==> config.mk <==
export PLATFORM = sky130hd
export DESIGN_NAME = usb_ctl_regs
export DESIGN_NICKNAME = d
export VERILOG_FILES = /design/src/rtl/usb_ctl_pkg.sv /design/src/rtl/usb_ctl_status.sv /design/src/rtl/usb_ctl_ctrl.sv /design/src/rtl/usb_ctl_regs.sv
export SDC_FILE = /design/constraint.sdc
export NUM_CORES = 1
export LEC_CHECK = 0
export CAP_MARGIN = 25
export CORE_UTILIZATION = 39
export DETAILED_ROUTE_END_ITERATION = 12
export PLACE_DENSITY = 0.76
export SLEW_MARGIN = 30
export SYNTH_ARGS = -nofsm -noshare
export SYNTH_HDL_FRONTEND = slang
export SYNTH_SLANG_ARGS = --single-unit
==> constraint.sdc <==
create_clock -name clk_i -period 0.9 [get_ports clk_i]
set_input_delay 0.135 -clock clk_i [delete_from_list [all_inputs] [get_ports clk_i]]
set_output_delay 0.135 -clock clk_i [all_outputs]
set_load 0.1 [all_outputs]
==> src/rtl/usb_ctl_pkg.sv <==
package usb_ctl_pkg;
  typedef enum logic [1:0] {
    OFF_STAT = 2'd0,
    OFF_MASK = 2'd1,
    OFF_CTRL = 2'd2,
    OFF_ADDR = 2'd3
  } reg_off_e;

  localparam int unsigned B_FRES   = 0;
  localparam int unsigned B_SUSP   = 1;
  localparam int unsigned B_PDWN   = 2;
  localparam int unsigned B_RESUME = 3;
  localparam int unsigned ST_RESET = 1;
endpackage

==> src/rtl/usb_ctl_status.sv <==
module usb_ctl_status #(
  parameter int unsigned N = 7
) (
  input  logic         clk_i,
  input  logic         rst_ni,
  input  logic         we_i,
  input  logic [N-1:0] wdata_i,
  input  logic [N-1:0] set_i,
  output logic [N-1:0] q_o
);
  for (genvar i = 0; i < N; i++) begin : g_bit
    always_ff @(posedge clk_i or negedge rst_ni) begin
      if (!rst_ni)                  q_o[i] <= 1'b0;
      else if (set_i[i])            q_o[i] <= 1'b1;  // set beats clear
      else if (we_i && !wdata_i[i]) q_o[i] <= 1'b0;
    end
  end
endmodule

==> src/rtl/usb_ctl_ctrl.sv <==
module usb_ctl_ctrl import usb_ctl_pkg::*; #(
  parameter int unsigned       CW       = 4,
  parameter int unsigned       DAW      = 7,
  parameter logic [CW-1:0]     CTRL_RST = 4'h6
) (
  input  logic           clk_i,
  input  logic           rst_ni,
  input  logic           ctrl_we_i,
  input  logic           addr_we_i,
  input  logic [CW-1:0]  ctrl_wdata_i,
  input  logic [DAW-1:0] addr_wdata_i,
  input  logic           activity_i,
  input  logic           bus_reset_i,
  output logic [CW-1:0]  ctrl_q_o,
  output logic [DAW-1:0] dev_addr_o,
  output logic           fres_rel_o
);
  assign fres_rel_o = ctrl_q_o[B_FRES] & ctrl_we_i & ~ctrl_wdata_i[B_FRES];

  always_ff @(posedge clk_i or negedge rst_ni) begin
    if (!rst_ni) begin
      ctrl_q_o <= CTRL_RST;
    end else begin
      if (ctrl_we_i)  ctrl_q_o <= ctrl_wdata_i;
      if (activity_i) ctrl_q_o[B_SUSP] <= 1'b0;  // hardware wins
    end
  end

  always_ff @(posedge clk_i or negedge rst_ni) begin
    if (!rst_ni)                              dev_addr_o <= '0;
    else if (bus_reset_i || ctrl_q_o[B_FRES]) dev_addr_o <= '0;
    else if (addr_we_i)                       dev_addr_o <= addr_wdata_i;
  end
endmodule

==> src/rtl/usb_ctl_regs.sv <==
module usb_ctl_regs import usb_ctl_pkg::*; #(
  parameter int unsigned   DW       = 8,
  parameter int unsigned   NEV      = 7,
  parameter int unsigned   CW       = 4,
  parameter int unsigned   DAW      = 7,
  parameter logic [CW-1:0] CTRL_RST = 4'h6
) (
  input  logic           clk_i,
  input  logic           rst_ni,
  input  logic           sel_i,
  input  logic           wr_i,
  input  logic [1:0]     addr_i,
  input  logic [DW-1:0]  wdata_i,
  output logic [DW-1:0]  rdata_o,
  input  logic [NEV-1:0] evt_i,
  input  logic           bus_reset_i,
  input  logic           activity_i,
  input  logic           irq_dis_i,
  output logic           irq_o,
  output logic           resume_o,
  output logic           pdwn_o,
  output logic           susp_o,
  output logic           core_rst_o,
  output logic [DAW-1:0] dev_addr_o
);
  logic           wr_en;
  logic           we_stat, we_mask, we_ctrl, we_addr;
  logic [NEV-1:0] stat_q, mask_q, stat_set;
  logic [CW-1:0]  ctrl_q;
  logic           fres_rel;
  logic           unused_wd;

  assign unused_wd = ^wdata_i;
  assign wr_en   = sel_i & wr_i;
  assign we_stat = wr_en && (reg_off_e'(addr_i) == OFF_STAT);
  assign we_mask = wr_en && (reg_off_e'(addr_i) == OFF_MASK);
  assign we_ctrl = wr_en && (reg_off_e'(addr_i) == OFF_CTRL);
  assign we_addr = wr_en && (reg_off_e'(addr_i) == OFF_ADDR);

  always_comb begin
    stat_set = evt_i;
    stat_set[ST_RESET] = evt_i[ST_RESET] | bus_reset_i | fres_rel;
  end

  usb_ctl_status #(.N(NEV)) u_stat (
    .clk_i   (clk_i),
    .rst_ni  (rst_ni),
    .we_i    (we_stat),
    .wdata_i (wdata_i[NEV-1:0]),
    .set_i   (stat_set),
    .q_o     (stat_q)
  );

  usb_ctl_ctrl #(.CW(CW), .DAW(DAW), .CTRL_RST(CTRL_RST)) u_ctrl (
    .clk_i        (clk_i),
    .rst_ni       (rst_ni),
    .ctrl_we_i    (we_ctrl),
    .addr_we_i    (we_addr),
    .ctrl_wdata_i (wdata_i[CW-1:0]),
    .addr_wdata_i (wdata_i[DAW-1:0]),
    .activity_i   (activity_i),
    .bus_reset_i  (bus_reset_i),
    .ctrl_q_o     (ctrl_q),
    .dev_addr_o   (dev_addr_o),
    .fres_rel_o   (fres_rel)
  );

  always_ff @(posedge clk_i or negedge rst_ni) begin
    if (!rst_ni)      mask_q <= '0;
    else if (we_mask) mask_q <= wdata_i[NEV-1:0];
  end

  always_comb begin
    rdata_o = '0;
    unique case (reg_off_e'(addr_i))
      OFF_STAT: rdata_o[NEV-1:0] = stat_q;
      OFF_MASK: rdata_o[NEV-1:0] = mask_q;
      OFF_CTRL: rdata_o[CW-1:0]  = ctrl_q;
      OFF_ADDR: rdata_o[DAW-1:0] = dev_addr_o;
      default:  rdata_o = '0;
    endcase
  end

  assign irq_o      = (|(stat_q & mask_q)) & ~irq_dis_i;
  assign resume_o   = ctrl_q[B_RESUME];
  assign pdwn_o     = ctrl_q[B_PDWN];
  assign susp_o     = ctrl_q[B_SUSP];
  assign core_rst_o = ctrl_q[B_FRES];
endmodule

---- Word-level counts from Yosys, hierarchy flattened ----
Cells that the tools add are included.
word-level totals
  register bits after elaboration ......... 25
  bits of input ports ..................... 24
  logic and storage cells ................. 73
cells by class
  eq/ne operators ......................... 3
  multiplexer cells ....................... 20
  bitwise operators ....................... 9
  reductions and logical operators ........ 30
operators by type and width
  kind                                                  count
  nonzero test 2 bit                                    9
  one-hot mux 4 bit (4 select lines)                    1
  two-way mux 1 bit                                     15
  two-way mux 7 bit                                     2
  logical AND 1 bit                                     11
  one-hot mux 3 bit (3 select lines)                    1
  bitwise AND 7 bit                                     1
  zero test 1 bit                                       7
  OR reduction 7 bit                                    1
  bitwise AND 1 bit                                     4
  equality test 2 bit (second input constant)           2
  equality test 2 x 1 -> 1 bit (second input constant)  1
  zero test 2 bit                                       1
  two-way mux 2 bit                                     1
  NOT 1 bit                                             2
  OR 1 bit                                              2
  logical OR 1 bit                                      1

---- Logic depth before layout (Yosys ltp) ----
  depth after elaboration ................. 6
  gate-level depth with buffers ........... 5

---- By module ----
From an unflattened synthesis, not the netlist that was laid out.
second synthesis, totals
  cell total of the unflattened synthesis .. 99
  area total of the unflattened synthesis .. 1256.2 sq um
by module, submodules not included
  module          times used  cells each  area an instance (sq um)  sequential area each (sq um)
  usb_ctl_regs    1           43          533.0                     175.2
  usb_ctl_ctrl    1           35          451.7                     277.8
  usb_ctl_status  1           21          271.5                     175.2

---- Worst setup path after synthesis ----
No wires, ideal clock.
  kind .................................... input to output
  start ................................... in addr_i[0]
  end ..................................... out rdata_o[6]
  arrival ................................. 2.603 ns
  path slack .............................. -1.838 ns
  stages on the path ...................... 4
  path through ............................ buf_6 buf_6 mux2i_1 o21ai_0
between the ends
  cells in the longest elaborated chain, start to end .. 2
  elaborated cells on any way between the ends .. 4
  those cells by class .................... 2 x eq/ne; 1 x mux; 1 x reduce/logical
ends and longest elaborated chain
  element                                            RTL line            text
  from (decl)                                        usb_ctl_regs.sv:12  input logic [1:0] addr_i,
  equality test 2 bit, or another cell as far along  usb_ctl_regs.sv:75  unique case (reg_off_e'(addr_i))
  one-hot mux 3 bit (3 select lines) (*)             usb_ctl_regs.sv:75
  to (decl)                                          usb_ctl_regs.sv:14  output logic [DW-1:0] rdata_o,
Mark *: on every way between the ends. The rest lies on a longest branch, timed or not.

---- Worst setup path in the final report ----
  start ................................... reg mask_q[4]
  end ..................................... out irq_o
between the ends
  cells in the longest elaborated chain, start to end .. 3
ends and longest elaborated chain
  element                 RTL line            text
  from (decl)             usb_ctl_regs.sv:28  logic [NEV-1:0] stat_q, mask_q, stat_set;
  from (signal assigned)  usb_ctl_regs.sv:70  else if (we_mask) mask_q <= wdata_i[NEV-1:0];
  bitwise AND 7 bit       usb_ctl_regs.sv:84  assign irq_o = (|(stat_q & mask_q)) & ~irq_dis_i;
  OR reduction 7 bit      usb_ctl_regs.sv:84
  bitwise AND 1 bit       usb_ctl_regs.sv:84
  to (decl)               usb_ctl_regs.sv:19  output logic irq_o,
Every way passes these cells.

==> flow_summary.yaml <==
worst_setup_path:
  start_kind: "flip-flop"
  cp_max_fo: 2
  crit_type: "reg2out"
  cp_slowest_cell: "dfrtp_1"
  worstPathCellList: "a222oi_1 -> buf_4 -> a31oi_4 -> buf_12"
  cp-end-kind: "output pin"
  slowest_delay_ps: 420
  worstReg2RegStart: "u_ctrl.ctrl_q_o[0]"
  worstSetupStartpoint: "mask_q[4]"
  critPathArrivalTime_ps: 1580
  required_ps: 760
clock_network:
  clk_pin_slew_ps: 140
  ctsHoldBuffers: 0
  cts_max_path_buffers: 2
  cts_tree: "done"
  ctsRootBufferMaster: "clkbuf_4"
  clock_sink_count: 25
  cts_buffers: 3
  h-tree-depth: 1
  worstSkewPairLatency_ps: 330
drt:
  totalWireLength_mm: 4.29
  viasPerCell: 5.56
  num_vias: 1200
  drtAntennaViolNets: 0
  wl_per_cell_microns: 19.8
  drt-pass1-iter-count: 8
  drtIter0Drc: 33
  drcViolationCount: 2
floorplanning:
  fp.dieW_microns: 58.0
  rows: 19
  start_util_pct: 42.9
  dieHeight_microns: 58.0
  io_pins: 44
  core_sq_um: 2850
  die_area_sq_um: 3360
cells_and_area:
  layout_common_cells: "buf_6 (20), buf_4 (20), buf_12 (20)"
  drive_above_1_share_pct: 60.5
  n_fill_cell: 143
  regArea_sq_um: 662
  multi_input_area_sq_um: 714
  finalInstanceArea_sq_um: 2430
  num_antenna_cells: 0
  synthToLayoutAreaGrowth_pct: 98.5
  layoutNonFillerInstCount: 216
  nets: 210
global_routing:
  grtUsageMet3_pct: 2.90
  grt_pass1_wl_mm: 6.47
  grt_max_degree: 26
  grt_most_used_layer: "met2"
  use_met1_pct: 31.6
  met2_usage_pct: 46.1
  antenna_found_initial: 0
  grt_pass1_vias: 1324
  grt_overflow: 0
  track_usage_pct: 26.0
synthesis:
  ys_types: 27
  syn-cell-area_sq_um: 1220
  ys_seq_area_share_pct: 51.4
  ys_ff_latch: 25
  synthCells: 105
  synth_warnings: 0
  synth_nets: 129
  postSynthAreaPerCell_sq_um: 11.6
timing:
  finClkSkew_ps: 8.86
  rsz0062_at_grt: "yes"
  max_freq_mhz: 583
  finalCriticalPeriod_ps: 1710
  finalHoldViolCount: 0
  setup_violations: 33
  slew_viol_final: 0
  setup_slack_ps: -815
  post-route-period-util_pct: 191
  final.setup.tns_ps: -11380
placed_design:
  dp_hpwl_mm: 2.85
  portBuffers: 41
  dpl_cell_area_sq_um: 2220
  gp_routability_congestion: 0.836
  pre_cts_slack_ps: -765
  dp_cells: 207
outcome:
  status: "finished, violations left"
  violations: "design-rule violations, negative setup slack"
run:
  max_cap_violations: 0
power:
  irDropWorstVdd_mv: 1.17
  power_leakage_nw: 1.01
  power_density_nw_per_um2: 1550
  power.total_w: 0.00376
min_path:
  hp-class: "in2async"
state kept, by name (all words and copies together) (netlist names):
name / count
u_stat.q_o: 7
mask_q: 7
u_ctrl.ctrl_q_o: 4
u_ctrl.dev_addr_o: 7
path summary, 6_finish.rpt:
check | slack [ps] | cells past startpoint | end
max | -810 | 4 | irq_o
min | 140 | 2 | u_ctrl.dev_addr_o[0]
max reg2reg | -230 | 3 | u_ctrl.dev_addr_o[1]
min reg2reg | 570 | 2 | u_stat.q_o[2]
max in group asynchronous | 530 | 2 | u_ctrl.ctrl_q_o[2]
min in group clk_i | 320 | 5 | u_stat.q_o[0]
critical path, delay by kind of cell (launching register included):
| family | cells | cell delay, ps |
|---|---|---|
| flip-flops | 1 | 420 |
| AO/OA/AOI/OAI | 2 | 450 |
| buffers and inverters | 2 | 370 |
synthesized netlist by cell type:
master | number | area [sq um]
dfstp_2 | 2 | 52.6
nor2_1 | 2 | 7.51
buf_2 | 2 | 10.0
nand2_1 | 15 | 56.3
a311oi_1 | 1 | 8.76
mux4_2 | 4 | 90.1
mux2_2 | 10 | 113
conb_1 | 1 | 3.75
nand4bb_1 | 1 | 11.3
nand4b_2 | 1 | 15.0
mux2i_1 | 4 | 40.0
a222oi_1 | 1 | 10.0
nand4_1 | 1 | 6.26
o21ai_0 | 10 | 50.1
and3_1 | 1 | 6.26
or2_2 | 1 | 6.26
buf_6 | 2 | 22.5
nand3_1 | 3 | 15.0
clkbuf_1 | 1 | 3.75
and4_1 | 1 | 8.76
buf_4 | 1 | 7.51
a31oi_1 | 1 | 6.26
nand4b_1 | 1 | 8.76
dfrtp_1 | 23 | 576
a21oi_1 | 7 | 35.0
nand2b_1 | 6 | 37.5
a22oi_1 | 2 | 15.0
stage by stage:
stage	hold slack [ps]	utilization (%)
4_1_cts	136	84.1
3_3_place_gp	507	77.9
5_1_grt	158	85.0
6_report	136	85.0
2_1_floorplan	-161	-
3_5_place_dp	502	77.9
routing by layer:
metal / part of all wire (%) / vias up
met1: 39 / 596
met2: 53 / 49
met4: 3.2 / 0
met3: 4.8 / 15
met5: 0 / -
li1: - / 540
cell type report:
class | instances | area share (%)
Timing Repair Buffer | 82 | 40.6
Multi-Input combinational cell | 74 | 29.4
Sequential cell | 25 | 27.3
Tap cell | 31 | 1.60
Clock buffer | 4 | 1.08
cells by family (layout without fill, tap and decap cells):
logic type | Yosys count | after routing | synth area share [%]
AO/OA/AOI/OAI | 22 | 22 | 10.2
other | 1 | 1 | 0.307
multiplexers | 18 | 18 | 19.9
AND/OR/NAND/NOR | 33 | 33 | 14.6
flip-flops | 25 | 25 | 51.4
buffers and inverters | 6 | 86 | 3.58
report_power, final:
| part | leakage, nW | switching (W) | total, W | internal (W) |
|---|---|---|---|---|
| logic | 0.720 | 0.00104 | 0.00188 | 0.000833 |
| clock network | 0.0150 | 0.000340 | 0.000514 | 0.000174 |
| registers | 0.275 | 0.000103 | 0.00137 | 0.00126 |
timing repair:
item | 4_1_cts | 5_1_grt
setup endpoints to repair | 44 | 44
pin swaps | 3 | 3
gates resized for setup | 37 | 21
setup buffers | 6 | 6
(Power assumes the default switching activity.)
